### config.mk
export PLATFORM = sky130hd
export DESIGN_NAME = rand_fair_arb
export DESIGN_NICKNAME = d
export VERILOG_FILES = /design/src/rtl/rfa_pkg.sv /design/src/rtl/rfa_lfsr.sv /design/src/rtl/rfa_ctrl.sv /design/src/rtl/rfa_dp.sv /design/src/rtl/rand_fair_arb.sv
export SDC_FILE = /design/constraint.sdc
export NUM_CORES = 1
export LEC_CHECK = 0
export BUFFER_PORTS_ARGS = -buffer_cell sky130_fd_sc_hd__buf_2
export CELL_PAD_IN_SITES_DETAIL_PLACEMENT = 1
export CELL_PAD_IN_SITES_GLOBAL_PLACEMENT = 2
export CORE_MARGIN = 3
export CORE_UTILIZATION = 35
export DETAILED_ROUTE_END_ITERATION = 6
export GPL_TIMING_DRIVEN = 1
export HOLD_SLACK_MARGIN = 0.06
export PLACE_DENSITY_LB_ADDON = 0.12
export SLEW_MARGIN = 20
export SYNTH_ARGS = -nofsm -noshare
export SYNTH_HDL_FRONTEND = slang
export SYNTH_SLANG_ARGS = --single-unit
### constraint.sdc
create_clock -name clk -period 39.5 [get_ports clk]
set_input_delay 3.95 -clock clk [delete_from_list [all_inputs] [get_ports clk]]
set_output_delay 3.95 -clock clk [all_outputs]
set_load 0.05 [all_outputs]
### src/rtl/rfa_pkg.sv
package rfa_pkg;
  // Strobes handed from control to datapath each cycle
  typedef struct packed {
    logic grantEn;   // a grant must be issued this cycle
    logic newRound;  // no unserved requester remains: treat mask as empty
  } arbStrobe_t;
endpackage

### src/rtl/rfa_lfsr.sv
module rfa_lfsr #(
  parameter int          WIDTH = 16,
  parameter logic [15:0] SEED  = 16'hACE1,
  parameter logic [15:0] TAPS  = 16'hD008   // x^16+x^15+x^13+x^4+1
) (
  input  logic             clk,
  input  logic             rstN,
  output logic [WIDTH-1:0] rnd
);
  logic [WIDTH-1:0] stateQ;
  logic             feedback;

  assign feedback = ^(stateQ & TAPS[WIDTH-1:0]);

  always_ff @(posedge clk or negedge rstN) begin
    if (!rstN) stateQ <= SEED[WIDTH-1:0];
    else       stateQ <= {stateQ[WIDTH-2:0], feedback};
  end

  assign rnd = stateQ;


  lfsr_nonzero_chk: assert property (@(posedge clk) disable iff (!rstN) stateQ != '0);

  lfsr_steps_chk: assert property (@(posedge clk) disable iff (!rstN)
    (stateQ[WIDTH-1:1] == $past(stateQ[WIDTH-2:0])) || !$past(rstN));
endmodule

### src/rtl/rfa_ctrl.sv
module rfa_ctrl
  import rfa_pkg::*;
#(
  parameter int NUM_REQ = 16
) (
  input  logic               rstN,
  input  logic [NUM_REQ-1:0] req,
  input  logic               unservedAny,
  output arbStrobe_t         strobe
);
  logic anyReq;

  assign anyReq = |req;

  always_comb begin
    strobe.grantEn  = rstN && anyReq;
    strobe.newRound = anyReq && !unservedAny;
  end
endmodule

### src/rtl/rfa_dp.sv
module rfa_dp
  import rfa_pkg::*;
#(
  parameter int NUM_REQ = 16,
  parameter int RND_W   = 16
) (
  input  logic               clk,
  input  logic               rstN,
  input  logic [NUM_REQ-1:0] req,
  input  logic [RND_W-1:0]   rnd,
  input  arbStrobe_t         strobe,
  output logic               unservedAny,
  output logic [NUM_REQ-1:0] gnt
);
  logic [NUM_REQ-1:0] servedQ;
  logic [NUM_REQ-1:0] eligRaw;
  logic [NUM_REQ-1:0] elig;
  logic [NUM_REQ-1:0] pick;
  logic [RND_W-1:0]   eligCnt;
  logic [RND_W-1:0]   drawIdx;

  assign eligRaw     = req & ~servedQ;
  assign unservedAny = |eligRaw;
  assign elig        = strobe.newRound ? req : eligRaw;

  // population count of the eligible set
  always_comb begin
    eligCnt = '0;
    for (int i = 0; i < NUM_REQ; i++) eligCnt = eligCnt + RND_W'(elig[i]);
  end

  // random draw reduced to 0..N-1
  assign drawIdx = (eligCnt == '0) ? '0 : (rnd % eligCnt);

  // select the drawIdx-th eligible bit, counting from bit 0
  always_comb begin
    logic [RND_W-1:0] seen;
    seen = '0;
    pick = '0;
    for (int i = 0; i < NUM_REQ; i++) begin
      if (elig[i]) begin
        if (seen == drawIdx) pick[i] = 1'b1;
        seen = seen + 1'b1;
      end
    end
  end

  assign gnt = strobe.grantEn ? pick : '0;

  always_ff @(posedge clk or negedge rstN) begin
    if (!rstN)               servedQ <= '0;
    else if (strobe.grantEn) servedQ <= (strobe.newRound ? '0 : servedQ) | gnt;
  end


  one_grant_chk: assert property (@(posedge clk) disable iff (!rstN)
    $onehot0(gnt) && ((|req) == (|gnt)));

  grant_in_req_chk: assert property (@(posedge clk) disable iff (!rstN)
    (gnt & ~req) == '0);

  no_repeat_winner_chk: assert property (@(posedge clk) disable iff (!rstN)
    (|(req & ~servedQ)) |-> ((gnt & servedQ) == '0));

  mask_records_chk: assert property (@(posedge clk) disable iff (!rstN)
    (|gnt) |=> ((servedQ & $past(gnt)) != '0));

  mask_idle_hold_chk: assert property (@(posedge clk) disable iff (!rstN)
    (req == '0) |=> $stable(servedQ));
endmodule

### src/rtl/rand_fair_arb.sv
module rand_fair_arb
  import rfa_pkg::*;
#(
  parameter int          NUM_REQ = 16,
  parameter int          RND_W   = 16,
  parameter logic [15:0] SEED    = 16'hACE1
) (
  input  logic               clk,
  input  logic               rstN,
  input  logic [NUM_REQ-1:0] req,
  output logic [NUM_REQ-1:0] gnt
);
  arbStrobe_t       strobe;
  logic             unservedAny;
  logic [RND_W-1:0] rnd;

  rfa_lfsr #(.WIDTH(RND_W), .SEED(SEED)) uRnd (
    .clk(clk), .rstN(rstN), .rnd(rnd));

  rfa_ctrl #(.NUM_REQ(NUM_REQ)) uCtrl (
    .rstN(rstN), .req(req), .unservedAny(unservedAny), .strobe(strobe));

  rfa_dp #(.NUM_REQ(NUM_REQ), .RND_W(RND_W)) uDp (
    .clk(clk), .rstN(rstN), .req(req), .rnd(rnd), .strobe(strobe),
    .unservedAny(unservedAny), .gnt(gnt));
endmodule

==> reports/qor.yml, run 1 <==
outcome: "finished, final reports clean"
worst_pin_slew_ns: 0.926
required_ns: 35.55
core-area_um2: 27300
grtUsageTotal_pct: 22.4
root_buffer: "clkbuf_16"
final_cell_mix: "buf_4, nand2_1, xnor2_1"
pin_count: 34
antenna_found_initial: 0
reg2reg_depth: 166
place.gp.congestion: 0.841
dr.pass1.iters: 4
postLayoutCoreUtil_pct: 50.7
r2r_slack_ns: 7.57
regArea_um2: 811
initial_core_util_pct: 36.0
clk_latency_ns: 0.29
drt-wirelength-per-cell_um: 19.3
dieArea_um2: 30100
grt_pass1_wl_um: 56800
design_area_um2: 13800
cp_slowest_cell: "fa_1"
grt_pass1_vias: 10960
finalSetupViolations: 0
cts_tree: "yes"
grt_overflow: 0
synth_top_flop_cell: "dfrtp_1"
critical_path.most_common_cell: "o21a_1"
ys_seq_area_share_pct: 8.26
clkTransAtPathRegs_ns: 0.06
synth.largest_area_cell: "ha_1"
slowest_delay_ns: 0.57
pre_cts_ws_ns: -2.04
yosysWarnings: 0
drive_gt1_share_pct: 36.7
ctsHtreeMaxLevel: 2
dp_hpwl_um: 26900
ys_ff_latch: 32
slew_headroom_pct: 37.8
routed_wl_um: 36900
maxSlewViolCount: 0
drtAntennaViolNets: 0
max_freq_mhz: 25.4
cp_max_fo: 6
crit_start: "req[4]"
drc_errors: 0
rsz0062_at_grt: "true"
cp-start-kind: "primary input"
place_area_um2: 11100
cts_sinks: 32
drt_iter0_drc: 414
syn_nets: 1407
crit_path_end_kind: "output pin"
die_w_um: 173
syn_area_um2: 9810
grt_start_max_net_pins: 36
synth_top_area_share_pct: 11.5
min_period_ns: 39.33
final_cells: 1916
vias: 10826
clk_path_buf_depth: 2
hp-class: "register to register"
final_common_cell: "buf_4"
crit-reg2reg-launch: "uDp.servedQ[12]$_DFFE_PN0P_"
fin_nets: 1662
crit_type: "primary input to output pin"
dp_cells: 1731
antenna_cells: 0
timing.final.ws_setup_ns: 0.166
hold_viol: 0
multi_input_area_um2: 9780
syn_inst: 1288
drv_cap: 0
async_flop_share_pct: 100
via_per_inst: 5.65
die_h_um: 173
min_period_over_period_pct: 99.6
synth_area_leaders: "ha_1, xnor2_1, dfrtp_1, xor2_1, nand2_1"
rr_endpoint: "uDp.servedQ[15]$_DFFE_PN0P_"
rows: 60
numPortBuffers: 33
numCtsBuffers: 5
worstPathArrival_ns: 35.38
crit_path_end: "gnt[6]"
skew_ns: 0.00605
nFillCells: 3269
area_growth_pct: 40.9
yosys.cell_types.count: 113
synth-edff-count: 0
avgSynthCellArea_um2: 7.62
## sequential cells by signal, summed over array words and instances (netlist names)
name,count
uDp.servedQ,16
uRnd.rnd,16
## Yosys cell counts, drive strengths merged (25+ instances only)
library cell	number
nand2	109
nor2	99
xnor2	96
ha	90
inv	70
a21oi	67
nor3	63
xor2	61
o21ai	59
nand3	42
o21a	39
and2	25
mux2	25
## worst max-delay path: cells and delay by family
family                     cells  cell delay, ns
AOI/OAI and AO/OA             72           12.26
and+or+nand+nor               55            8.96
adders and majority gates     21            6.72
muxes                          6            1.71
buffers and inverters         13            1.59
xor gates and xnor gates       1            0.15
## per-stage QoR
stage	hold slack [ns]	setup TNS, ns
floorplan	0.364	0
global placement	0.378	-19.51
detailed placement	0.376	-28.66
CTS	0.387	0
global route	0.398	-26.22
finish	0.388	0
## logic make-up (layout without fill, tap and decap cells)
kind of cell    after synthesis  count (layout)  synth area share, %
xor+xnor                    158             158                 14.2
mux                          48              48                 5.98
flops                        32              32                 8.26
simple gates                498             498                 27.1
buf+inv                     108             364                 4.63
compound gates              343             343                 26.0
fa+ha+maj                   101             101                 13.7
## worst min path at each step
stage / from / endpoint / slack [ns] / depth (start not counted)
5_1_grt: uRnd.rnd[5]$_DFF_PN1_ / uRnd.rnd[6]$_DFF_PN1_ / 0.40 / 0
6_report: uRnd.rnd[5]$_DFF_PN1_ / uRnd.rnd[6]$_DFF_PN1_ / 0.39 / 0
3_5_place_dp: uRnd.rnd[6]$_DFF_PN1_ / uRnd.rnd[7]$_DFF_PN1_ / 0.38 / 0
3_3_place_gp: uRnd.rnd[5]$_DFF_PN1_ / uRnd.rnd[6]$_DFF_PN1_ / 0.38 / 0
4_1_cts: uRnd.rnd[5]$_DFF_PN1_ / uRnd.rnd[6]$_DFF_PN1_ / 0.39 / 0
2_1_floorplan: uRnd.rnd[5]$_DFF_PN1_ / uRnd.rnd[6]$_DFF_PN1_ / 0.36 / 0
## timing repair
action / in CTS / in global routing
cloned: 0 / 2
resized for setup: 49 / 226
pin swaps: 53 / 126
hold buffers: 0 / 0
setup endpoints to repair: 16 / 16
setup buffers: 67 / 109
## routing by layer
| metal | routed length [µm] | track usage (%) | vias to the layer above |
|---|---|---|---|
| met2 | 19000 | 40.7 | 122 |
| met5 | 0 | 0 | - |
| met3 | 688 | 1.93 | 42 |
| li1 | - | - | 5282 |
| met1 | 16600 | 28.4 | 5380 |
| met4 | 682 | 5.34 | 0 |
## cell type report
type,count,area share [%]
Clock inverter,3,0.308
Clock buffer,5,0.905
Timing Repair Buffer,286,16.9
Inverter,70,1.90
Multi-Input combinational cell,1148,70.8
Sequential cell,32,5.87
Tap cell,372,3.37
Power of run 1 is left out: the tool's default activity adds up to more than one toggle a clock period on the data nets, which glitch-free logic cannot reach.
==> run 2, diff against run 1 <==
- CORE_ASPECT_RATIO: not set -> 0.75
- PLACE_DENSITY_LB_ADDON: 0.12 -> 0.05
==> run 2 against run 1 <==
  * Global-route usage rose by 1.4 points
  * Routed wire length is 4.2% higher
  * Die area about the same
  * Via count fell by 0.50%
  * First-iteration DRC count is 52% higher
  * Non-clock buffer count is 18 lower
  * Fmax is essentially flat
  * Clock skew shrank 0.0040 ns
  * Critical path depth grew 1
  * Setup slack got worse by 0.035 ns
==> reports/qor.yml, run 2 (synthesis gave the netlist of run 1 again) <==
min_period_over_period_pct: 99.7  # about the same
max_freq_mhz: 25.4  # about the same
initial_core_util_pct: 36.0  # about the same
die_w_um: 199  # +15%
maxSlewViolCount: 0  # unchanged
antenna_found_initial: 0  # unchanged
drc_errors: 0  # unchanged
worst_pin_slew_ns: 1.11  # +0.188 ns
crit_type: "primary input to output pin"
cp_slowest_cell: "fa_1"
reg2reg_depth: 172  # +3.6%
drive_gt1_share_pct: 36.1  # -0.64 points
clk_path_buf_depth: 2  # unchanged
outcome: "finished, final reports clean"
drtAntennaViolNets: 0  # unchanged
whs_path_depth: 0  # unchanged
numPortBuffers: 33  # unchanged
design_area_um2: 13700  # -0.71%
slowest_delay_ns: 0.58  # about the same
drt_iter0_drc: 631  # +52%
rows: 52  # -13%
place.gp.congestion: 0.826  # -1.8%
grtUsageTotal_pct: 23.8  # +1.4 points
pre_cts_ws_ns: -1.87  # +0.169 ns
path_buf_inv: 11  # -2
core-area_um2: 27300  # about the same
grt_pass1_vias: 10278  # -6.2%
grt_pass1_wl_um: 57500  # +1.2%
die_h_um: 151  # -13%
cts_tree: "yes"
grt_overflow: 0  # unchanged
cts_sinks: 32  # unchanged
required_ns: 35.55  # about the same
timing.final.ws_setup_ns: 0.132  # -0.0345 ns
worstPathArrival_ns: 35.42  # +0.04 ns
ctsHtreeMaxLevel: 2  # unchanged
pin_count: 34  # unchanged
dieArea_um2: 30100  # about the same
cp_top_family: "compound AO/OA/AOI/OAI gates"
antenna_cells: 0  # unchanged
slew_headroom_pct: 25.5  # -12 points
root_buffer: "clkbuf_16"
setup_tns_ns: 0  # unchanged
final_common_cell: "buf_4"
place_area_um2: 11100  # +0.10%
final_cell_mix: "buf_4, nand2_1, xnor2_1"
drt-wirelength-per-cell_um: 20.5  # +6.3%
clkTransAtPathRegs_ns: 0.06  # about the same
skew_ns: 0.00207  # -0.00398 ns
dp_hpwl_um: 28700  # +6.9%
postLayoutCoreUtil_pct: 50.3  # -0.38 points
grt_start_max_net_pins: 36  # unchanged
crit_path_end_kind: "output pin"
min_period_ns: 39.37  # +0.0345 ns
rsz0062_at_grt: "true"
hp-class: "register to register"
nFillCells: 3258  # -0.34%
fin_nets: 1645  # -1.0%
routed_wl_um: 38500  # +4.2%
via_per_inst: 5.74  # +1.5%
dr.pass1.iters: 5  # +1
clk_latency_ns: 0.28  # about the same
drv_cap: 0  # unchanged
crit-reg2reg-launch: "uDp.servedQ[12]$_DFFE_PN0P_"
hold_viol: 0  # unchanged
cp-start-kind: "primary input"
critical_path.most_common_cell: "o21a_1"
hold_buffers: 0  # unchanged
vias: 10772  # -0.50%
area_growth_pct: 39.9
min_to: "uRnd.rnd[6]$_DFF_PN1_"
hp-start: "uRnd.rnd[5]$_DFF_PN1_"
numCtsBuffers: 5  # unchanged
rr_endpoint: "uDp.servedQ[6]$_DFFE_PN0P_"
r2r_slack_ns: 7.38  # -0.19 ns
finalSetupViolations: 0  # unchanged
cp_max_fo: 7  # +1
[run 2: changes by cell type in the layout (fill, tap and decap cells not counted), sizes merged]
cell    change
buf        -17
clkbuf      -1
nand3       +1
[run 2: layer usage]
layer | vias up | wire, µm | GRT usage (%)
met2 | 144 | 16200 | 34.3
li1 | 5244 | - | -
met5 | - | 0 | 0
met1 | 5376 | 20900 | 38.8
met4 | 0 | 107 | 1.57
met3 | 8 | 1230 | 2.74
[run 2: layout make-up]
cell class | count | area (µm²) | area share [%]
Clock buffer | 5 | 125 | 0.912
Clock inverter | 3 | 42.5 | 0.310
Inverter | 70 | 270 | 1.97
Multi-Input combinational cell | 1149 | 9770 | 71.2
Sequential cell | 32 | 811 | 5.91
Tap cell | 351 | 439 | 3.20
Timing Repair Buffer | 268 | 2260 | 16.5
[run 2: worst max-delay path by stage]
stage	from	endpoint	slack (ns)	depth (start not counted)
final	req[14]	gnt[15]	0.13	169
after detailed placement	req[13]	gnt[7]	-1.87	168
after global routing	req[2]	gnt[15]	-1.74	168
after floorplan	req[3]	gnt[15]	0.01	172
after CTS	req[0]	gnt[15]	0.002	170
after global placement	req[4]	gnt[7]	-1.18	163
[run 2: worst reg2reg max path, delay by kind of cell (launching register included)]
kind | cells | cell delay (ns)
xor+xnor | 1 | 0.15
fa+ha+maj | 22 | 7.00
mux | 5 | 1.45
buf+inv | 15 | 1.70
flops | 1 | 0.42
compound gates | 73 | 12.47
simple gates | 56 | 8.76
[run 2: timing repair]
item | 4_1_cts | 5_1_grt
setup endpoints to repair | 16 | 16
gates resized for setup | 66 | 203
cloned | 1 | 0
buffers inserted | 64 | 91
pin swaps | 72 | 124
[run 2: metrics by stage]
stage / hold WS, ns / instances
floorplan: 0.364 / 1288
global placement: 0.372 / 1714
detailed placement: 0.373 / 1714
CTS: 0.387 / 1787
global route: 0.399 / 1878
finish: 0.386 / 1878
Power of run 2 is left out for the same reason.
==> run 3, diff against run 2 <==
- CORE_ASPECT_RATIO: 0.75 -> not set
- CORE_UTILIZATION: 35 -> 29
==> run 3 against run 2 <==
  * Via count shrank 2.4%
  * Register-to-register slack gained 0.66 ns
  * Final cell count grew 4.6%
  * Critical path type unchanged
  * Clock skew grew 0.0047 ns
  * Critical path depth shrank 2
  * Core utilization shrank 8.5 points
  * Die area grew 20%
  * Non-clock buffer count shrank 4
  * Flip-flop and latch count is the same
  * Largest cell class unchanged
==> reports/qor.yml, run 3 (synthesis gave the netlist of run 1 again) <==
rsz0062_at_grt: "true"
skew_ns: 0.00675  # +0.00468 ns
drt_iter0_drc: 300  # -52%
slew_headroom_pct: 24.2  # -1.3 points
crit_type: "primary input to output pin"
crit_start: "req[4]"
slowest_delay_ns: 0.58  # about the same
worst_pin_slew_ns: 1.13  # +0.0201 ns
core-area_um2: 32900  # +21%
cp-start-kind: "primary input"
drtAntennaViolNets: 0  # unchanged
drt-wirelength-per-cell_um: 19.4  # -5.3%
routed_wl_um: 38100  # -0.90%
dp_hpwl_um: 29200  # +1.6%
hp-class: "register to register"
drv_cap: 0  # unchanged
antenna_found_initial: 0  # unchanged
clk_path_buf_depth: 2  # unchanged
cp_slowest_cell: "fa_1"
final_cell_mix: "buf_4, nand2_1, xnor2_1"
outcome: "finished, final reports clean"
cts_tree: "yes"
hp-start: "uRnd.rnd[5]$_DFF_PN1_"
dr.pass1.iters: 4  # -1
nFillCells: 3906  # +20%
dieArea_um2: 36100  # +20%
grt_overflow: 0  # unchanged
clkTransAtPathRegs_ns: 0.05  # about the same
fin_nets: 1641  # -0.24%
numCtsBuffers: 5  # unchanged
max_freq_mhz: 25.7  # +1.3%
hold_buffers: 0  # unchanged
min_period_over_period_pct: 98.4  # -1.3 points
critical_path.most_common_cell: "o21a_1"
crit-reg2reg-launch: "uDp.servedQ[12]$_DFFE_PN0P_"
grt_start_max_net_pins: 36  # unchanged
required_ns: 35.55  # about the same
initial_core_util_pct: 29.8  # -6.2 points
setup_tns_ns: 0  # unchanged
die_w_um: 190  # -4.7%
root_buffer: "clkbuf_16"
worstPathArrival_ns: 34.92  # -0.50 ns
whs_ns: 0.391  # +0.00487 ns
via_per_inst: 5.35  # -6.7%
drive_gt1_share_pct: 36.0  # -0.10 points
place.gp.congestion: 0.806  # -2.4%
antenna_cells: 0  # unchanged
area_growth_pct: 40.6
rows: 66  # +27%
ctsHtreeMaxLevel: 2  # unchanged
maxSlewViolCount: 0  # unchanged
crit_path_end_kind: "output pin"
hold_viol: 0  # unchanged
vias: 10511  # -2.4%
pin_count: 34  # unchanged
final_common_cell: "buf_4"
drc_errors: 0  # unchanged
numPortBuffers: 33  # unchanged
min_period_ns: 38.87  # -0.500 ns
die_h_um: 190  # +26%
cp_max_fo: 8  # +1
cts_sinks: 32  # unchanged
grt_pass1_wl_um: 57600  # +0.19%
clk_latency_ns: 0.29  # about the same
grtUsageTotal_pct: 19.6  # -4.2 points
grt_pass1_vias: 10425  # +1.4%
finalSetupViolations: 0  # unchanged
[run 3: cell count changes in the layout (fill, tap and decap cells not counted), sizes merged]
cell,previous run,this run
buf,268,263
clkinvlp,1,0
bufinv,1,0
inv,70,69
clkbuf,5,9
[run 3: layout make-up]
class,instances,area (µm²),share of cell area [%]
clock buffers,8,156,1.13
inverters,70,283,2.05
multi-input cells,1149,9830,71.3
flip-flops and latches,32,811,5.88
well taps,442,553,4.01
repair buffers,264,2160,15.7
[run 3: critical path: cells and delay by family]
kind	cells	cell delay, ns
mux	4	1.01
compound gates	68	11.43
fa+ha+maj	22	6.92
buf+inv	12	1.27
simple gates	61	10.23
[run 3: layer usage]
layer / part of all wire [%] / up-vias / GRT usage, % / wire (µm)
met5: 0 / - / 0 / 0
met4: 1.3 / 0 / 3.04 / 484
met3: 2.1 / 33 / 1.51 / 814
met2: 50 / 109 / 35.2 / 19200
met1: 46 / 5131 / 26.1 / 17600
li1: - / 5238 / - / -
[run 3: path summary, 6_finish.rpt]
check | to | cells after the start | slack (ns)
worst max-delay path | gnt[6] | 167 | 0.63
worst min-delay path | uRnd.rnd[6]$_DFF_PN1_ | 0 | 0.39
min in group asynchronous | uDp.servedQ[2]$_DFFE_PN0P_ | 2 | 3.70
max in group asynchronous | uRnd.rnd[6]$_DFF_PN1_ | 2 | 35.42
worst min register to register | uRnd.rnd[6]$_DFF_PN1_ | 0 | 0.39
worst max register to register | uDp.servedQ[7]$_DFFE_PN0P_ | 166 | 8.04
[run 3: stage by stage]
| stage | setup WS [ns] | cell area [µm²] | utilization, % | cells |
|---|---|---|---|---|
| 6_report | 0.631 | 13800 | 41.9 | 1965 |
| 5_1_grt | -1.25 | 13800 | 41.9 | 1965 |
| 4_1_cts | 0.0255 | 11900 | 36.1 | 1856 |
| 3_5_place_dp | -1.42 | 11300 | 34.4 | 1818 |
| 3_3_place_gp | -1.01 | 11300 | 34.4 | 1818 |
| 2_1_floorplan | 0.0143 | 10100 | - | 1288 |
[run 3: repair_timing]
| action | in CTS | in global routing |
|---|---|---|
| endpoints found under the setup margin | 16 | 16 |
| cloned | 0 | 3 |
| pin swaps | 41 | 126 |
| gates resized for setup | 39 | 244 |
| buffers inserted | 30 | 106 |
Power of run 3 is left out for the same reason.
